==> config.mk <==
export PLATFORM = sky130hd
export DESIGN_NAME = tlb_fa
export DESIGN_NICKNAME = d
export VERILOG_FILES = /design/src/rtl/tlb_fa.sv
export SDC_FILE = /design/constraint.sdc
export NUM_CORES = 1
export LEC_CHECK = 0
export BUFFER_PORTS_ARGS = -buffer_cell sky130_fd_sc_hd__buf_2
export CELL_PAD_IN_SITES_DETAIL_PLACEMENT = 1
export CELL_PAD_IN_SITES_GLOBAL_PLACEMENT = 1
export CORE_MARGIN = 2
export CORE_UTILIZATION = 57
export CTS_BUF_LIST = sky130_fd_sc_hd__clkbuf_8
export DETAILED_ROUTE_END_ITERATION = 16
export HOLD_SLACK_MARGIN = 0.12
export PLACE_DENSITY_LB_ADDON = 0.1
export SLEW_MARGIN = 20
export SYNTH_ARGS = -nofsm -noshare
export SYNTH_HDL_FRONTEND = slang
export SYNTH_SLANG_ARGS = --single-unit
export TNS_END_PERCENT = 50
==> constraint.sdc <==
create_clock -name clk -period 8.9 [get_ports clk]
set_input_delay 0.445 -clock clk [delete_from_list [all_inputs] [get_ports clk]]
set_output_delay 0.445 -clock clk [all_outputs]
set_load 0.005 [all_outputs]
==> src/rtl/tlb_fa.sv <==
module tlb_fa #(
  parameter int VA_W    = 32,
  parameter int PA_W    = 32,
  parameter int PG_BITS = 12,
  parameter int ENTRIES = 8
) (
  input  logic                    clk,
  input  logic                    rst_n,
  input  logic                    lk_valid,
  input  logic [VA_W-1:0]         lk_vaddr,
  output logic                    lk_hit,
  output logic                    lk_miss,
  output logic [PA_W-1:0]         lk_paddr,
  input  logic                    fill_en,
  input  logic [VA_W-PG_BITS-1:0] fill_vpn,
  input  logic [PA_W-PG_BITS-1:0] fill_ppn,
  input  logic                    flush
);
  localparam int VPN_W = VA_W - PG_BITS;
  localparam int PPN_W = PA_W - PG_BITS;
  localparam int IDX_W = (ENTRIES > 1) ? $clog2(ENTRIES) : 1;
  localparam logic [IDX_W-1:0] LAST = IDX_W'(ENTRIES - 1);

  logic [ENTRIES-1:0] vld;
  logic [VPN_W-1:0]   vtag [ENTRIES];
  logic [PPN_W-1:0]   pfn  [ENTRIES];
  logic [IDX_W-1:0]   rr_ptr;

  logic [VPN_W-1:0]   lk_vpn;
  logic [ENTRIES-1:0] lk_match, fl_match;
  logic [PPN_W-1:0]   hit_ppn;

  assign lk_vpn = lk_vaddr[VA_W-1:PG_BITS];

  for (genvar g = 0; g < ENTRIES; g++) begin : g_cmp
    assign lk_match[g] = vld[g] && (vtag[g] == lk_vpn);
    assign fl_match[g] = vld[g] && (vtag[g] == fill_vpn);
  end

  always_comb begin
    hit_ppn = '0;
    for (int i = 0; i < ENTRIES; i++)
      if (lk_match[i]) hit_ppn = hit_ppn | pfn[i];
  end

  assign lk_hit   = lk_valid && (|lk_match);
  assign lk_miss  = lk_valid && !(|lk_match);
  assign lk_paddr = lk_hit ? {hit_ppn, lk_vaddr[PG_BITS-1:0]} : '0;

  logic             dup_any, free_any;
  logic [IDX_W-1:0] dup_idx, free_idx, victim;

  always_comb begin
    dup_any  = 1'b0;
    dup_idx  = '0;
    free_any = 1'b0;
    free_idx = '0;
    for (int i = 0; i < ENTRIES; i++) begin
      if (!dup_any && fl_match[i]) begin
        dup_any = 1'b1;
        dup_idx = IDX_W'(i);
      end
      if (!free_any && !vld[i]) begin
        free_any = 1'b1;
        free_idx = IDX_W'(i);
      end
    end
    victim = dup_any ? dup_idx : (free_any ? free_idx : rr_ptr);
  end

  wire do_fill = fill_en && !flush && rst_n;

  always_ff @(posedge clk) begin
    if (!rst_n || flush) begin
      vld    <= '0;
      rr_ptr <= '0;
    end else if (fill_en) begin
      vld[victim] <= 1'b1;
      if (!dup_any && !free_any)
        rr_ptr <= (rr_ptr == LAST) ? '0 : rr_ptr + 1'b1;
    end
  end

  always_ff @(posedge clk) begin
    if (do_fill) begin
      vtag[victim] <= fill_vpn;
      pfn[victim]  <= fill_ppn;
    end
  end
endmodule

==> metrics.md <==
| Metric | Value |
|---|---|
| Min Tclk post-route | `4.37 ns` |
| CTS tree | `done` |
| Dominant synthesized flop cell | `edfxtp_1` |
| Layout Skew | `0.0257 ns` |
| Reg2Reg Depth | `8` |
| CP Data Required Time | `8.46 ns` |
| Reg-to-reg slack, setup | `4.75 ns` |
| Synth cell types | `51` |
| Core Footprint | `26,100 µm²` |
| Final Net Count | `1,227` |
| Root buf cell | `clkbuf_8` |
| Worst Path Arrival | `3.92 ns` |
| Initial Util | `57.9%` |
| Antenna violations before repair | `0` |
| Detailed Route WL | `47,500 µm` |
| Yosys reg bits | `331` |
| Syn nets | `1,093` |
| Layout cell share with drive strength beyond 1 | `18.2%` |
| Run status | `finished clean` |
| WL per Instance | `31.1 µm` |
| Fillers | `2,473` |
| Pre-CTS WS | `4.16 ns` |
| Post-DP HPWL | `32,000 µm` |
| Sequential fraction of the synthesis area | `65.1%` |
| Setup TNS | `0 ns` |
| CTS sink cnt | `331` |
| # DRC | `0` |
| Worst Path Max Fanout | `21` |
| Relative slew slack | `41.0%` |
| Congestion Overflow GR | `0` |
| Final count of hold timing violations | `0` |
| Min-delay worst type | `input pin to flop` |
| P_leak | `0.00549 µW` |
| DP Cell Count | `1,417` |
| Largest net degree at the start of global routing | `41` |
| Non-filler cells, final | `1,525` |
| CP startpoint kind | `flop` |
| CTS Buf Count | `54` |
| Setup violations, final | `0` |
| Die ar. | `27,800 µm²` |
| Area grow syn2layout | `12.6%` |
| Cell area power density | `184 nW/µm²` |
| Max Fclk | `229 MHz` |
| CTS clk-pin slew, worst paths | `0.06 ns` |
| Avg Cell Area, Syn | `14.9 µm²` |
| Worst r2r dst | `vtag[5][1]$_DFFE_PP_` |
| WP buf/inv | `3` |
| Critical path class | `flop to primary output` |
| Async S/R FF share, synth | `0%` |
| Post-CTS sizing | `0` |
| RSZ-0062 raised after global routing | `no` |
| Endpoint, Worst Hold | `pfn[0][19]$_DFFE_PP_` |
| Hold depth | `1` |
| CP cell instances | `xor2_1 > nor4_1 > nand3_1 > nor4_2 > buf_4 > or4_1 > o21ai_2 > buf_4 > a31oi_1 > buf_2` |
| Mapped Cells | `1,014` |
| H-tree Lvls | `2` |
| Crit-path most repeated cell | `buf_4` |
| PnR worst setup slack | `4.53 ns` |
| Final Cycle Share | `49.1%` |
| 1st-pass router iterations | `5` |
| Max_cap viols | `0` |
| Vias | `9,762` |
| PortBufs | `110` |
| Max incr delay on CP | `0.57 ns` |
| Min-delay src | `fill_ppn[19]` |
| Skew-Pair Late Insertion Delay | `0.60 ns` |
| Starting DRT DRC Count | `1,181` |
| Ant diodes | `0` |
| Post-synth EDFFs | `320` |
| Die Wd | `167 µm` |
| Die Ht | `167 µm` |
| Ys Warns | `0` |
| Worst R2R Start | `vtag[7][2]$_DFFE_PP_` |
| Site Rows | `59` |
| CTS max path bufs | `3` |
| Worst VDD drop | `0.169 mV` |
| CP max-delay cell | `nor4_1` |
| Vias/cell | `6.40` |
| Worst-Margin Slew | `0.885 ns` |
| Delay-heaviest family, CP | `simple AND/OR/NAND/NOR gates` |
| Capturing element type of the critical path | `primary output` |
| I/O pins | `111` |
| Vias in the first global route | `10,056` |
| Cell Area, Synth | `15,100 µm²` |
| Global-route wire length before repair | `69,100 µm` |
| Placer Congestion | `0.941` |
| Post-route ant nets | `0` |
| Max Slew Vio Count | `0` |
| Gr usage total | `34.4%` |
==> metal layers <==
| layer | global-route usage [%] | share of wire [%] | vias to the layer above | routed length [µm] |
|---|---|---|---|---|
| li1 | - | - | 4149 | - |
| met3 | 5.99 | 9.0 | 76 | 4280 |
| met4 | 10.6 | 2.9 | 0 | 1350 |
| met1 | 49.0 | 41 | 5006 | 19500 |
| met5 | 0 | 0 | - | 0 |
| met2 | 54.8 | 47 | 531 | 22400 |
==> how the worst max path moves through the flow <==
stage                     slack, ns               endpoint  depth (start not counted)                   from
after CTS                      4.44   vtag[5][1]$_DFFE_PP_                          8   vtag[7][2]$_DFFE_PP_
after detailed placement       4.16  vtag[5][13]$_DFFE_PP_                          9           fill_vpn[12]
final                          4.53           lk_paddr[27]                         10   vtag[5][1]$_DFFE_PP_
after global placement         4.21   vtag[5][1]$_DFFE_PP_                          9           fill_vpn[12]
after global routing           4.47            lk_paddr[4]                         11  vtag[1][11]$_DFFE_PP_
after floorplan                3.66    pfn[4][0]$_DFFE_PP_                          8            fill_vpn[2]
==> layout by cell type, fill, tap and decap left out, drive strengths merged, types with 11 or more instances in the layout <==
cell type,netlist,layout
xnor2,203,203
nand4,57,57
nor3,11,11
a22oi,40,40
dfxtp,11,11
a31oi,20,20
a22o,20,20
buf,56,128
and2,13,13
xor2,114,114
nand3,17,17
clkinv,0,17
nor4,43,43
inv,7,30
edfxtp,320,320
clkbuf,4,56
a221oi,20,20
==> synthesized netlist by cell type (2+ instances only) <==
library cell  instances  area, µm²
or4_1                 2       15.0
nand4_1              57        357
o211ai_1              2       15.0
a22oi_1              40        300
nand2b_1              2       12.5
clkbuf_1              4       15.0
buf_4                14        105
buf_2                35        175
a221oi_1             20        175
nor4_4                2       42.5
nand3_1              17       85.1
nor4_1               41        257
nor3_1               11       55.1
and2_1               13       81.3
xor2_1              114        998
o31ai_1               9       67.6
o21ai_0               3       15.0
and3_1                2       12.5
edfxtp_1            320       9610
ha_1                  2       25.0
inv_1                 6       22.5
and4_1                4       35.0
nand2_1               9       33.8
a31oi_1              20        125
xnor2_1             203       1780
a21oi_1               3       15.0
dfxtp_1              11        220
a22o_1               20        175
buf_6                 6       67.6
==> sequential cells by signal, summed over array words and instances (netlist names) <==
| register | flops |
|---|---|
| rr_ptr | 3 |
| vtag | 160 |
| vld | 8 |
| pfn | 160 |
==> layout make-up <==
type | count | area [µm²] | share of cell area [%]
Inverter | 7 | 26.3 | 0.155
Sequential cell | 331 | 9830 | 57.8
Tap cell | 335 | 419 | 2.46
Clock buffer | 56 | 771 | 4.53
Timing Repair Buffer | 138 | 786 | 4.62
Clock inverter | 42 | 201 | 1.18
Multi-Input combinational cell | 616 | 4970 | 29.2
==> where the power goes <==
| group | internal (µW) | switching (µW) | leakage (µW) |
|---|---|---|---|
| Sequential | 1720 | 5.54 | 0.00297 |
| Clock | 611 | 607 | 0.000579 |
| Combinational | 63.4 | 132 | 0.00194 |
| Total | 2390 | 744 | 0.00549 |
==> per-stage QoR <==
stage	utilization (%)	hold slack [ns]	area (µm²)	power (µW)
finish	65.3	0.142	17000	3130
global route	65.3	0.137	17000	3220
CTS	65.2	0.121	17000	3140
detailed placement	61.1	0.504	15900	1940
global placement	61.1	0.494	15900	1940
floorplan	-	0.462	15100	1860
==> logic make-up (layout without fill, tap and decap cells) <==
family | after synthesis | after routing | synth area share (%)
XOR/XNOR | 317 | 317 | 18.4
adder cells (fa/ha/maj) | 2 | 2 | 0.166
AND/OR/NAND/NOR | 165 | 165 | 6.82
flip-flops | 331 | 331 | 65.1
AO/OA/AOI/OAI | 132 | 132 | 6.94
buffers and inverters | 67 | 243 | 2.60
==> what timing repair did <==
item,in CTS,in global routing
endpoints found under the hold margin,73,0
hold buffers,10,0
setup buffers,0,0
Note: power is estimated with default switching activity, not from simulation.
